File: config.mk
export PLATFORM = sky130hd
export DESIGN_NAME = thr_switch_arb
export DESIGN_NICKNAME = d
export VERILOG_FILES = /design/src/rtl/thr_arb_pkg.sv /design/src/rtl/thr_rr_pick.sv /design/src/rtl/thr_flush_timer.sv /design/src/rtl/thr_ready_track.sv /design/src/rtl/thr_switch_arb.sv
export SDC_FILE = /design/constraint.sdc
export NUM_CORES = 1
export LEC_CHECK = 0
export ABC_AREA = 1
export BUFFER_PORTS_ARGS = -buffer_cell sky130_fd_sc_hd__buf_2
export CAP_MARGIN = 25
export CORE_ASPECT_RATIO = 1.25
export CORE_MARGIN = 4
export CORE_UTILIZATION = 59
export CTS_CLUSTER_SIZE = 12
export DETAILED_ROUTE_END_ITERATION = 8
export PLACE_DENSITY = 0.79
export RECOVER_POWER = 50
export SLEW_MARGIN = 25
export SYNTH_ARGS = -nofsm -noshare
export SYNTH_HDL_FRONTEND = slang
export SYNTH_HIERARCHICAL = 1
export SYNTH_SLANG_ARGS = --single-unit
File: constraint.sdc
create_clock -name clk -period 3.3 [get_ports clk]
set_input_delay 0.33 -clock clk [delete_from_list [all_inputs] [get_ports clk]]
set_output_delay 0.33 -clock clk [all_outputs]
set_load 0.02 [all_outputs]
File: src/rtl/thr_arb_pkg.sv
// Package: shared constants and helpers for the thread arbiter.
// Assumes: context counts are small (a few tens at most).
package thr_arb_pkg;

    localparam int unsigned CTX_COUNT_DEF   = 8;
    localparam int unsigned FLUSH_DEPTH_DEF = 3;

    // Width of an index able to address n items (at least 1 bit).
    function automatic int unsigned idx_width(input int unsigned n);
        return (n > 1) ? $clog2(n) : 1;
    endfunction

    // Width of a counter that must hold the value n.
    function automatic int unsigned cnt_width(input int unsigned n);
        return (n > 0) ? $clog2(n + 1) : 1;
    endfunction

endpackage

File: src/rtl/thr_rr_pick.sv
// Module: combinational round-robin search over a request vector.
// Scans base+1, base+2, ... base+N (wrapping), so base itself is last.
// Assumes: base_i < N; no power-of-two restriction on N.
module thr_rr_pick
    import thr_arb_pkg::*;
#(
    parameter int unsigned N  = CTX_COUNT_DEF,
    localparam int unsigned IW = idx_width(N)
) (
    input  logic [N-1:0]  req_i,
    input  logic [IW-1:0] base_i,
    output logic          found_o,
    output logic [IW-1:0] idx_o
);

    int unsigned cand;

    // Find the first requesting entry after base, wrapping at N.
    always_comb begin
        found_o = 1'b0;
        idx_o   = base_i;
        cand    = 0;
        for (int unsigned off = 1; off <= N; off++) begin
            cand = int'(base_i) + off;
            if (cand >= N) begin
                cand = cand - N;
            end
            if (!found_o && req_i[cand]) begin
                found_o = 1'b1;
                idx_o   = cand[IW-1:0];
            end
        end
    end

endmodule

File: src/rtl/thr_flush_timer.sv
// Module: counts the pipeline flush bubbles that follow a context switch.
// load_i starts a fresh run of DEPTH busy cycles on the next edge.
// Assumes: load_i is only raised while the timer is not busy.
module thr_flush_timer
    import thr_arb_pkg::*;
#(
    parameter int unsigned DEPTH = FLUSH_DEPTH_DEF,
    localparam int unsigned CW   = cnt_width(DEPTH)
) (
    input  logic clk,
    input  logic rst_n,
    input  logic load_i,
    output logic busy_o
);

    generate
        if (DEPTH == 0) begin : g_none
            assign busy_o = 1'b0;
        end else begin : g_cnt
            logic [CW-1:0] cnt_q;

            // Load the bubble count on a switch, then count down to zero.
            always_ff @(posedge clk) begin
                if (!rst_n) begin
                    cnt_q <= '0;
                end else if (load_i) begin
                    cnt_q <= CW'(DEPTH);
                end else if (cnt_q != '0) begin
                    cnt_q <= cnt_q - 1'b1;
                end
            end

            assign busy_o = (cnt_q != '0);

            // the count never exceeds the configured depth.
            p_flush_cap_r3: assert property (@(posedge clk) disable iff (!rst_n)
                cnt_q <= CW'(DEPTH));

            // no reload may arrive while bubbles are still running.
            p_no_reload_r4: assert property (@(posedge clk) disable iff (!rst_n)
                busy_o |-> !load_i);
        end
    endgenerate

endmodule

File: src/rtl/thr_ready_track.sv
// Module: one ready/blocked bit per context.
// A wake sets the bit, a clear (the stalling context) resets it; clear wins.
// Assumes: clr_i is one-hot or zero.
module thr_ready_track
    import thr_arb_pkg::*;
#(
    parameter int unsigned N = CTX_COUNT_DEF
) (
    input  logic         clk,
    input  logic         rst_n,
    input  logic [N-1:0] wake_i,
    input  logic [N-1:0] clr_i,
    output logic [N-1:0] ready_o
);

    // Track readiness: context 0 alone is ready out of reset.
    always_ff @(posedge clk) begin
        if (!rst_n) begin
            ready_o <= N'(1);
        end else begin
            ready_o <= (ready_o | wake_i) & ~clr_i;
        end
    end

    // a blocked context stays blocked until it sees a wake.
    for (genvar g = 0; g < N; g++) begin : g_chk
        p_block_holds_r5: assert property (@(posedge clk) disable iff (!rst_n)
            (!ready_o[g] && !wake_i[g]) |=> !ready_o[g]);
    end

endmodule

File: src/rtl/thr_switch_arb.sv
// Module: stall-triggered hardware thread arbiter (top).
// Grants one of NUM_CTX contexts the pipeline, switches only on a stall
// from the running context, idles when nothing is ready and flags a fixed
// flush after every switch to a different context.
// Assumes: stall_req_i comes from the context shown on grant_o.
module thr_switch_arb
    import thr_arb_pkg::*;
#(
    parameter int unsigned NUM_CTX   = CTX_COUNT_DEF,
    parameter int unsigned FLUSH_LEN = FLUSH_DEPTH_DEF,
    localparam int unsigned IW       = idx_width(NUM_CTX)
) (
    input  logic               clk,
    input  logic               rst_n,
    input  logic               stall_req_i,
    input  logic [NUM_CTX-1:0] wake_i,
    output logic [IW-1:0]      grant_o,
    output logic               idle_o,
    output logic               flush_o
);

    logic [NUM_CTX-1:0] ready_q;
    logic [NUM_CTX-1:0] cur_mask;
    logic [NUM_CTX-1:0] cand_vec;
    logic [NUM_CTX-1:0] clr_vec;
    logic               stall_acc;
    logic               pick_found;
    logic [IW-1:0]      pick_idx;
    logic               flush_load;
    logic [IW-1:0]      grant_d;
    logic               idle_d;

    // One-hot mask of the context currently granted.
    assign cur_mask = NUM_CTX'(1) << grant_o;

    // A stall counts only while running and not draining the pipeline.
    assign stall_acc = stall_req_i && !idle_o && !flush_o;

    // Candidates: ready or waking now; the runner is excluded unless idle.
    assign cand_vec = (ready_q | wake_i) & (idle_o ? '1 : ~cur_mask);

    // Block the stalling context.
    assign clr_vec = stall_acc ? cur_mask : '0;

    thr_ready_track #(.N(NUM_CTX)) u_ready (
        .clk     (clk),
        .rst_n   (rst_n),
        .wake_i  (wake_i),
        .clr_i   (clr_vec),
        .ready_o (ready_q)
    );

    thr_rr_pick #(.N(NUM_CTX)) u_pick (
        .req_i   (cand_vec),
        .base_i  (grant_o),
        .found_o (pick_found),
        .idx_o   (pick_idx)
    );

    // Decide next grant, idle state and whether a flush starts.
    always_comb begin
        grant_d    = grant_o;
        idle_d     = idle_o;
        flush_load = 1'b0;
        if (stall_acc) begin
            if (pick_found) begin
                grant_d    = pick_idx;
                flush_load = 1'b1;
            end else begin
                idle_d = 1'b1;
            end
        end else if (idle_o && pick_found) begin
            idle_d     = 1'b0;
            grant_d    = pick_idx;
            flush_load = (pick_idx != grant_o);
        end
    end

    // Register the grant and idle flag.
    always_ff @(posedge clk) begin
        if (!rst_n) begin
            grant_o <= '0;
            idle_o  <= 1'b0;
        end else begin
            grant_o <= grant_d;
            idle_o  <= idle_d;
        end
    end

    thr_flush_timer #(.DEPTH(FLUSH_LEN)) u_flush (
        .clk    (clk),
        .rst_n  (rst_n),
        .load_i (flush_load),
        .busy_o (flush_o)
    );

    // with no accepted stall and no idle exit the grant holds.
    p_grant_hold_r10: assert property (@(posedge clk) disable iff (!rst_n)
        (!idle_o && !(stall_req_i && !flush_o)) |=> $stable(grant_o));

    // an accepted stall moves the grant or idles the engine.
    p_stall_moves_r2: assert property (@(posedge clk) disable iff (!rst_n)
        (!idle_o && !flush_o && stall_req_i) |=>
            (idle_o || (grant_o != $past(grant_o))));

    // a switch taken while running always shows flush bubbles.
    p_switch_flush_r3: assert property (@(posedge clk) disable iff (!rst_n)
        (!idle_o && !flush_o && stall_req_i) |=> (idle_o || flush_o));

    // the idle engine never reports a flush.
    p_idle_quiet_r6: assert property (@(posedge clk) disable iff (!rst_n)
        idle_o |-> !flush_o);

    // the granted context is ready whenever the engine runs.
    p_active_ready_r5: assert property (@(posedge clk) disable iff (!rst_n)
        !idle_o |-> ready_q[grant_o]);

    // idle persists until some wake arrives.
    p_idle_wait_r7: assert property (@(posedge clk) disable iff (!rst_n)
        (idle_o && (wake_i == '0)) |=> idle_o);

    // re-granting the same context from idle costs no bubbles.
    p_regrant_noflush_r8: assert property (@(posedge clk) disable iff (!rst_n)
        (idle_o && (wake_i == cur_mask)) |=>
            (!idle_o && !flush_o && $stable(grant_o)));

endmodule

# Word level (Yosys, flattened, before mapping)
# Cells that the tools add are included.
# op_classes
add_sub_neg	17
order_cmp	16
eq_ne	3
n_shift	1
mux	53
bitwise	5
reduce_logical	24
# ops
op	count
$ge A32 B4 Y1 const B	8
$lt A32 B4 Y1 const B	8
$mux W32	8
$sub A32 B4 Y32 const B	8
$mux W3	11
$bmux W1 S3	8
$mux W1	22
$add A3 B3 Y4 const B	4
$and A8 B8 Y8	2
$mux W8	2
$not A8 Y8	2
$logic_and A1 B1 Y1	10
$logic_not A1 Y1	9
$add A3 B2 Y4 const B	2
$or A8 B8 Y8	1
$shl A1 B3 Y8 const A	1
$reduce_bool A2 Y1	3
$add A3 B4 Y5 const B	1
$add A3 B1 Y4 const B	1
$mux W2	2
$reduce_and A2 Y1	2
$ne A3 B3 Y1	1
$ne A2 B1 Y1 const B	1
$ne A2 B2 Y1 const B	1
$sub A2 B1 Y2 const B	1
# totals
register_bits	14
in_bits	11
out_inout_bits	5

# Logic depth before layout (Yosys ltp)
# Gate-level depths: netlist of the first run.
# depth
word_depth	32
mapped_depth	25

# By module
# Netlist of the first run, hierarchy kept.
# modules_own_cells
mod	n_inst	cells_each	area_each_um2
thr_rr_pick	1	131	787.0
thr_switch_arb	1	63	376.6
thr_ready_track	1	40	309.0
thr_flush_timer	1	18	112.6

# Worst setup path before layout of the first run
# Ideal clock, no wire load.
# synth_path
path_type	reg-to-reg
startpoint	register grant_o[1]
endpoint	register u_flush.g_cnt.cnt_q[0]
setup_ns	0.109
arrival_time_ns	2.734
required_time_ns	3.191
path_slack_ns	0.458
path_stages_with_launch	26
synth_period_minus_slack_ns	2.842
cell_sequence	dfxtp_1 -> buf_4 -> inv_2 -> ha_1 -> inv_2 -> nand3_2 -> nand3_2 -> nand2_4 -> nor2_8 -> nand4_4 -> nor2_2 -> nand2_2 -> nand2_2 -> inv_1 -> nand2_1 -> nand2_1 -> inv_1 -> nand2_1 -> nand2_1 -> nand2_1 -> nor2_1 -> nor2_1 -> clkinv_2 -> nand3_1 -> nand2_1 -> inv_1
# synth_between
elab_chain_cells	32
# synth_lines
element	line_no	source
start, declared	thr_switch_arb.sv:17	output logic [IW-1:0] grant_o,
start signal, assigned	thr_switch_arb.sv:85	grant_o <= grant_d;
branches (longest 30 deep; another with $sub A32 B4 Y32)	-	
$mux W1 (*)	thr_switch_arb.sv:65	if (stall_acc) begin
via flush_load	thr_switch_arb.sv:29	logic flush_load;
$mux W2 or $reduce_bool A2 Y1 (tied branches)	-	
end signal, assigned	thr_flush_timer.sv:27	cnt_q <= CW'(DEPTH);
end signal, assigned	thr_flush_timer.sv:29	cnt_q <= cnt_q - 1'b1;
end, declared	thr_flush_timer.sv:20	logic [CW-1:0] cnt_q;
# Mark *: on every way through the listed nets, which the timed path passes. The select of a mux whose other input is x is not followed.
# A chain may end at the register's enable or synchronous reset.

# Final worst setup path of the first run
# layout_path
startpoint	register grant_o[0]
endpoint	register u_flush.g_cnt.cnt_q[0]
# Same word-level chain as after synthesis.

==> impl_metrics.csv, run 1 <==
group,metric,value,unit
worst_setup_path,critPathTopFamily,"simple AND/OR/NAND/NOR gates",
floorplanning,die_w,54.4,um
synthesis,synth_seq_area_share,0.177,
finish,nNetsFinal,286,
synthesis,yosysTopAreaCell,"dfxtp_1",
route,drc,0,
worst_setup_path,crit_buf_inv,6,
route,routedWlPerCell,12.3,um
sta,min_period,2.86,ns
worst_setup_path,crit_fanout,10,
sta,rsz0062_at_grt,"no",
global_routing,antenna_found_initial,0,
floorplanning,die_height,66.0,um
place,gp_congestion,0.855,
synthesis,syn_inst,252,
floorplanning,coreArea,2500,um2
sta,setup-violations-final,0,
synthesis,synth-edff-count,0,
place,hpwl,2990,um
worst_setup_path,cp.arrival,3.05,ns
synthesis,yosysWarnings,6,
cts,clockRootBuffer,"clkbuf_4",
place,portBuffers,15,
route,drt_iter0_markers,44,
cts,max-clock-path-buffers,2,
finish,area_growth,8.68,%
global_routing,grt.total_usage,0.237,
synthesis,synth.most_common_cell,"nand2_1",
synthesis,synth_top_area_share,0.177,
cts,cts_sinks,14,
worst_setup_path,rr_worst_depth,22,
global_routing,gr-total-overflow,0,
route,routed_wl,3750,um
synthesis,synthFlopType,"dfxtp_1",
synthesis,yosys_register_bits,14,
synthesis,netlist_area,1590,um2
cts,tritoncts,"done",
synthesis,yosysUniqueCellTypes,33,
status,status,"complete, no violations",
cts,insertion_delay,0.28,ns
worst_setup_path,path_class,"reg -> reg",
finish,antenna_cells,0,
floorplanning,dieArea,3590,um2
synthesis,synth_common_cells,"nand2_1 (69), nand3_1 (26), inv_1 (25)",
sta,period_share,0.868,
route,drtPass1Iterations,5,
floorplanning,initial_core_util,0.633,
worst_setup_path,cp_common_cell,"nand2_1",
sta,max_freq,349,MHz
route,vias,1602,
sta,hold_viol,0,
flow_run,cap_violations,0,
worst_setup_path,cp-start-kind,"flip-flop",
worst_setup_path,cp.required,3.48,ns
synthesis,ys_top_cells_by_area,"dfxtp_1 (18%), nand2_1 (16%), nand3_1 (8.2%)",
worst_setup_path,path_depth,22,
worst_setup_path,crit_chain,"inv_8 > ha_1 > inv_2 > nand3_2 > nand3_2 > nand2_4 > nor2_8 > nand4_4 > nor2_2 > nand2_2 > clkinv_2 > o21ai_1 > nand2_1 > inv_1 > nand2_1 > nand3_1 > nor2_1 > nor2_1 > clkinv_2 > nand3_1 > nand2_1 > inv_1",
global_routing,grt_pass1_wl,6490,um
sta,finalMaxSlewViolations,0,
sta,worstMarginPinSlew,0.636,ns
sta,tns,0,ns
worst_setup_path,cp-end-kind,"flip-flop",
synthesis,async_flop_share,0,
cts,h-tree-depth,1,
synthesis,synth_area_per_cell,6.29,um2
worst_setup_path,cp_slowest_cell,"dfxtp_2",
cts,cts_made_buffers,3,
route,antenna_left,0,
global_routing,grt_max_degree,15,
finish,drive_gt1_frac,0.284,
cts,clk_pin_slew_worst_paths,0.09,ns
worst_setup_path,crit_path_max_incr_delay,0.45,ns
finish,final_core_util,0.689,
hold_path,holdPathStages,3,
route,viasPerCell,5.27,
floorplanning,ios,16,
hold_path,hold_class,"in -> reg",
floorplanning,row_count,20,
sta,slew_headroom,0.574,
sta,finClkSkew,0.000884,ns
synthesis,postSynthNetCount,266,
global_routing,grt_pass1_vias,1511,
what timing repair did:
action | CTS | global route
setup endpoints to repair | 0 | 2
setup buffers | 0 | 0
hold buffers | 0 | 0
resized for setup | 0 | 1
final timing paths:
path / endpoint / start / slack [ns]
hold reg to reg: u_ready/ready_o[0] / u_ready/ready_o[0] / 0.49
setup reg to reg: u_flush/g_cnt.cnt_q[0] / grant_o[0] / 0.44
setup / recovery: u_flush/g_cnt.cnt_q[0] / grant_o[0] / 0.44
hold / removal: u_ready/ready_o[3] / wake_i[3] / 0.29
sequential cells by signal (all words and copies together), names as in the netlist:
signal and cells:
grant_o 3, idle_o 1, u_flush/g_cnt.cnt_q 2, u_ready/ready_o 8
metal layers:
layer	vias to the layer above	part of all wire	track usage
met2	39	0.51	0.418
met3	4	0.039	0.0135
met1	720	0.44	0.296
met4	0	0.0096	0.0779
met5	-	0	0
li1	839	-	-
kinds of logic after synthesis:
group	synth area share
adders and majority gates	0.0237
and+or+nand+nor	0.544
buffers and inverters	0.126
xor gates and xnor gates	0.0332
DFF	0.177
AOI/OAI and AO/OA	0.0963
area by class of cell:
cell class / count / area (um2)
sequential: 14 / 282
inverter: 38 / 155
tap: 33 / 41.3
timing repair buffer: 20 / 111
clock buffer: 4 / 36.3
fill: 256 / 779
multi-input combinational: 195 / 1100
metrics by stage:
stage / setup slack [ns] / hold slack, ns / instances / area [um2]
4_1_cts: 0.329 / 0.285 / 304 / 1730
3_3_place_gp: 0.429 / 0.460 / 300 / 1690
2_1_floorplan: 0.458 / 0.428 / 252 / 1590
5_1_grt: 0.121 / 0.292 / 304 / 1720
3_5_place_dp: 0.362 / 0.456 / 300 / 1690
6_report: 0.435 / 0.289 / 304 / 1720
cells in the final DEF, fill, tap and decap left out:
| cell | Yosys | final |
|---|---|---|
| xnor2_2 | 1 | 1 |
| a31oi_2 | 1 | 1 |
| clkbuf_1 | 1 | 1 |
| nor2_2 | 8 | 8 |
| nor2_4 | 2 | 2 |
| o21ai_1 | 3 | 3 |
| inv_1 | 25 | 26 |
| clkbuf_4 | 0 | 3 |
| dfxtp_1 | 14 | 13 |
| o21bai_1 | 1 | 1 |
| nand3_1 | 26 | 26 |
| o211ai_1 | 1 | 1 |
| nand2_2 | 16 | 16 |
| inv_2 | 9 | 8 |
| nor2_8 | 1 | 1 |
| nand3_2 | 9 | 9 |
| clkinv_2 | 2 | 2 |
| clkbuf_8 | 0 | 1 |
| nand2_4 | 2 | 1 |
| nand4_1 | 3 | 3 |
| buf_4 | 1 | 5 |
| buf_2 | 0 | 14 |
| nand4_4 | 1 | 1 |
| inv_8 | 1 | 1 |
| o22a_1 | 8 | 8 |
| xnor2_4 | 1 | 1 |
| ha_1 | 3 | 3 |
| nor2_1 | 20 | 20 |
| inv_4 | 1 | 1 |
| dfxtp_2 | 0 | 1 |
| nand2_1 | 69 | 70 |
| o21ai_0 | 3 | 3 |
| xor2_1 | 1 | 1 |
| nand3b_1 | 1 | 1 |
| a21oi_1 | 5 | 5 |
| nor3_1 | 9 | 9 |
worst reg2reg max path, cell delays in order, from the launching register on:
cell and delay, ns:
dfxtp_2 0.45, inv_8 0.08, ha_1 0.40, inv_2 0.15, nand3_2 0.13, nand3_2 0.13, nand2_4 0.09, nor2_8 0.16
nand4_4 0.13, nor2_2 0.12, nand2_2 0.10, clkinv_2 0.09, o21ai_1 0.06, nand2_1 0.10, inv_1 0.06, nand2_1 0.07
nand3_1 0.08, nor2_1 0.10, nor2_1 0.05, clkinv_2 0.04, nand3_1 0.06, nand2_1 0.05, inv_1 0.04
Power of run 1 is not shown: default switching activity piles up to over one toggle a cycle in this logic, so the estimate is an artifact.
==> run 2, diff against run 1 <==
- GPL_TIMING_DRIVEN: unset -> 0
==> impl_metrics.csv, run 2 (synthesis results as in run 1) <==
group,metric,value,unit
hold_path,hold_class,"in -> reg",
place,gp_congestion,0.879,
cts,h-tree-depth,1,
status,status,"complete, no violations",
route,vias,1568,
finish,largest_register,"u_ready/ready_o",
cts,clockRootBuffer,"clkbuf_4",
flow_run,cap_violations,0,
worst_setup_path,cp-start-kind,"flip-flop",
cts,cts_hold_buffers,0,
worst_setup_path,cp.arrival,3.12,ns
finish,largest_reg_flops,8,
global_routing,grt_pass1_wl,6130,um
finish,antenna_cells,0,
cts,cts_made_buffers,3,
sta,hold_viol,0,
sta,max_freq,340,MHz
sta,min_period,2.94,ns
route,drc,0,
global_routing,antenna_found_initial,0,
worst_setup_path,cp-end-kind,"flip-flop",
sta,worstMarginPinSlew,0.342,ns
floorplanning,coreArea,2500,um2
cts,cts_sinks,14,
worst_setup_path,worstReg2RegEnd,"u_flush/g_cnt.cnt_q[1]",
finish,nNetsFinal,286,
sta,finalMaxSlewViolations,0,
hold_path,holdPathStages,3,
finish,area_growth,9.31,%
global_routing,grt_max_degree,11,
cts,tritoncts,"done",
sta,rsz0062_at_grt,"no",
worst_setup_path,cp.required,3.48,ns
route,antenna_left,0,
route,routed_wl,3510,um
worst_setup_path,rr_worst_depth,22,
floorplanning,initial_core_util,0.633,
sta,setup-violations-final,0,
finish,fillers,242,
sta,period_share,0.890,
route,viasPerCell,5.16,
sta,finClkSkew,0.00210,ns
global_routing,grt_pass1_vias,1418,
route,drt_iter0_markers,40,
worst_setup_path,path_class,"reg -> reg",
finish,final_common_cell,"nand2_1",
worst_setup_path,crit_fanout,9,
worst_setup_path,ff2ff_setup_slack,0.36,ns
place,hpwl,2810,um
floorplanning,row_count,20,
floorplanning,die_w,54.4,um
cts,clk_pin_slew_worst_paths,0.08,ns
finish,reg.largest.list,"u_ready/ready_o (8), grant_o (3), u_flush/g_cnt.cnt_q (2)",
route,drtPass1Iterations,4,
global_routing,gr-total-overflow,0,
global_routing,grt.total_usage,0.228,
hold_path,hold_end,"u_ready/ready_o[2]",
finish,drive_gt1_frac,0.284,
floorplanning,ios,16,
cts,max-clock-path-buffers,2,
floorplanning,die_height,66.0,um
sta,tns,0,ns
place,portBuffers,15,
hold_path,worst_hold_startpoint,"wake_i[2]",
sta,slew_headroom,0.769,
finish,final_cell_mix,"nand2_1 (70), inv_1 (26), nand3_1 (26)",
cts,insertion_delay,0.28,ns
worst_setup_path,r2r_start,"grant_o[1]",
route,routedWlPerCell,11.5,um
floorplanning,dieArea,3590,um2
[run 2: final cells by class]
cell class,instances,area [um2],area share
inverter,38,155,0.0895
clock buffer,4,36.3,0.0209
buffer,5,45.0,0.0260
sequential,14,283,0.163
timing repair buffer,15,72.6,0.0419
tap,33,41.3,0.0238
multi-input combinational,195,1100,0.635
[run 2: worst max-delay path: stages (launching register included)]
cell and delay, ns:
dfxtp_2 0.41, buf_4 0.21, inv_2 0.10, ha_2 0.43, inv_2 0.11, nand3_2 0.10, nand2_1 0.10, o21ai_1 0.23
nand4_1 0.25, nor2_1 0.14, nor2_1 0.05, nand2_1 0.05, nand3_1 0.06, nand2_1 0.08, inv_1 0.05, nand2_1 0.05
nand3_1 0.07, nor2_1 0.10, nor2_1 0.05, clkinv_2 0.05, nand3_1 0.06, nand2_1 0.06, inv_1 0.03
[run 2: per-stage QoR]
stage / cell area (um2) / hold WS (ns) / utilization / instances / setup slack, ns
2_1_floorplan: 1590 / 0.428 / - / 252 / 0.458
3_3_place_gp: 1700 / 0.454 / 0.680 / 300 / 0.221
3_5_place_dp: 1700 / 0.469 / 0.680 / 300 / 0.190
4_1_cts: 1740 / 0.292 / 0.695 / 304 / 0.173
5_1_grt: 1730 / 0.300 / 0.693 / 304 / 0.00204
6_report: 1730 / 0.298 / 0.693 / 304 / 0.362
[run 2: worst max-delay path by stage]
stage,startpoint,end,slack [ns]
2_1_floorplan,grant_o[1],u_flush/g_cnt.cnt_q[0],0.46
3_3_place_gp,grant_o[1],u_flush/g_cnt.cnt_q[0],0.22
3_5_place_dp,grant_o[1],u_flush/g_cnt.cnt_q[1],0.19
4_1_cts,grant_o[1],u_flush/g_cnt.cnt_q[1],0.17
5_1_grt,grant_o[1],u_flush/g_cnt.cnt_q[1],0.002
6_report,grant_o[1],u_flush/g_cnt.cnt_q[1],0.36
[run 2: routing by layer]
metal  up-vias  part of all wire  track usage
met5         -                 0            0
met4         0             0.020       0.0935
met3         6             0.032       0.0203
met2        30              0.50        0.388
met1       686              0.44        0.285
li1        846                 -            -
[run 2: repair_timing]
action,CTS,global route
endpoints found under the setup margin,0,2
resized for setup,0,3
setup buffers,0,0
endpoints found under the hold margin,0,0
Power of run 2 is left out for the same reason.
==> run 3, diff against run 2 <==
- PLACE_DENSITY: 0.79 -> 0.8
==> impl_metrics.csv, run 3 (synthesis results as in run 1) <==
group,metric,value,unit
sta,slew_headroom,0.754,
finish,nNetsFinal,286,
finish,antenna_cells,0,
sta,worst_slack,0.339,ns
cts,cts_made_buffers,3,
sta,tns,0,ns
worst_setup_path,rr_worst_depth,22,
flow_run,cap_violations,0,
finish,area_growth,9.87,%
floorplanning,die_height,66.0,um
cts,h-tree-depth,1,
finish,largest_reg_flops,8,
global_routing,grt_pass1_wl,5990,um
sta,finClkSkew,0.00112,ns
cts,cts_resized,0,
sta,worstMarginPinSlew,0.365,ns
worst_setup_path,cp.arrival,3.19,ns
place,numPlacedInstances,300,
finish,fillers,235,
floorplanning,row_count,20,
finish,reg.largest.list,"u_ready/ready_o (8), grant_o (3), u_flush/g_cnt.cnt_q (2)",
route,routed_wl,3590,um
cts,cts_setup_buffers,0,
place,portBuffers,15,
route,drtPass1Iterations,4,
route,antenna_left,0,
place,pre_cts_slack,0.165,ns
route,vias,1611,
cts,clockRootBuffer,"clkbuf_4",
worst_setup_path,cp-end-kind,"flip-flop",
route,routedWlPerCell,11.8,um
route,drt_iter0_markers,41,
finish,final_cells,304,
finish,largest_register,"u_ready/ready_o",
cts,insertion_delay,0.28,ns
sta,min_period,2.96,ns
worst_setup_path,cp-start-kind,"flip-flop",
worst_setup_path,crit_path_max_incr_delay,0.50,ns
hold_path,hold_class,"in -> reg",
route,viasPerCell,5.30,
finish,final_common_cell,"nand2_1",
finish,drive_gt1_frac,0.280,
worst_setup_path,cp.required,3.53,ns
floorplanning,die_w,54.4,um
sta,finalMaxSlewViolations,0,
global_routing,grt_max_degree,11,
cts,cts_hold_buffers,0,
floorplanning,initial_core_util,0.633,
global_routing,grt.total_usage,0.218,
worst_setup_path,cp-startpoint,"grant_o[0]",
worst_setup_path,path_class,"reg -> reg",
worst_setup_path,endpoint,"u_flush/g_cnt.cnt_q[0]",
place,gp_congestion,0.900,
cts,max-clock-path-buffers,2,
global_routing,grt_pass1_vias,1477,
sta,max_freq,338,MHz
global_routing,antenna_found_initial,0,
sta,period_share,0.897,
sta,rsz0062_at_grt,"no",
worst_setup_path,r2r_start,"grant_o[0]",
global_routing,gr-total-overflow,0,
route,drc,0,
status,status,"complete, no violations",
sta,setup-violations-final,0,
place,hpwl,2820,um
floorplanning,coreArea,2500,um2
floorplanning,dieArea,3590,um2
worst_setup_path,ff2ff_setup_slack,0.34,ns
worst_setup_path,crit_chain,"buf_6 > inv_8 > ha_4 > inv_2 > nand3_2 > nand3_2 > nand2_4 > nor2_8 > nand4_1 > nand3_1 > nand2_1 > nand3_1 > nand2_1 > inv_1 > nand2_1 > nand3_1 > nor2_1 > nor2_1 > clkinv_2 > nand3_1 > nand2_1 > inv_1",
sta,hold_viol,0,
finish,final_cell_mix,"nand2_1 (70), inv_1 (26), nand3_1 (26)",
cts,tritoncts,"done",
worst_setup_path,crit_fanout,10,
cts,clk_pin_slew_worst_paths,0.08,ns
floorplanning,ios,16,
worst_setup_path,cp_slowest_cell,"dfxtp_1",
cts,cts_sinks,14,
worst_setup_path,worstReg2RegEnd,"u_flush/g_cnt.cnt_q[0]",
-- run 3: routing by layer --
metal / GRT usage / wire length, um / vias up
met4: 0.0810 / 41 / 0
met3: 0.0226 / 142 / 4
li1: - / - / 846
met2: 0.398 / 1850 / 39
met5: 0 / 0 / -
met1: 0.249 / 1560 / 722
-- run 3: how the worst min path moves through the flow --
| stage | start | endpoint | slack, ns | depth (start not counted) |
|---|---|---|---|---|
| floorplan | rst_n | u_flush/g_cnt.cnt_q[0] | 0.43 | 2 |
| global placement | u_ready/ready_o[0] | u_ready/ready_o[0] | 0.45 | 2 |
| detailed placement | u_ready/ready_o[3] | u_ready/ready_o[3] | 0.47 | 2 |
| CTS | wake_i[3] | u_ready/ready_o[3] | 0.29 | 3 |
| global route | wake_i[3] | u_ready/ready_o[3] | 0.31 | 3 |
| finish | wake_i[3] | u_ready/ready_o[3] | 0.30 | 3 |
-- run 3: critical path: cells and delay by family, from the launching register on --
family,cells,cell delay (ns)
buffers and inverters,6,0.62
AND/OR/NAND/NOR,15,1.51
adder cells (fa/ha/maj),1,0.28
flip-flops,1,0.50
-- run 3: layout make-up --
class,count,area (um2),share of cell area
Sequential cell,14,282,0.162
Timing Repair Buffer,15,72.6,0.0417
Buffer,5,45.0,0.0259
Inverter,38,155,0.0891
Tap cell,33,41.3,0.0237
Clock buffer,4,36.3,0.0208
Multi-Input combinational cell,195,1110,0.637
-- run 3: stage by stage --
step,area (um2),util,hold WS (ns)
floorplan,1590,-,0.428
global placement,1700,0.680,0.453
detailed placement,1700,0.680,0.475
CTS,1740,0.695,0.287
global route,1740,0.696,0.310
finish,1740,0.696,0.296
Power of run 3 is left out for the same reason.
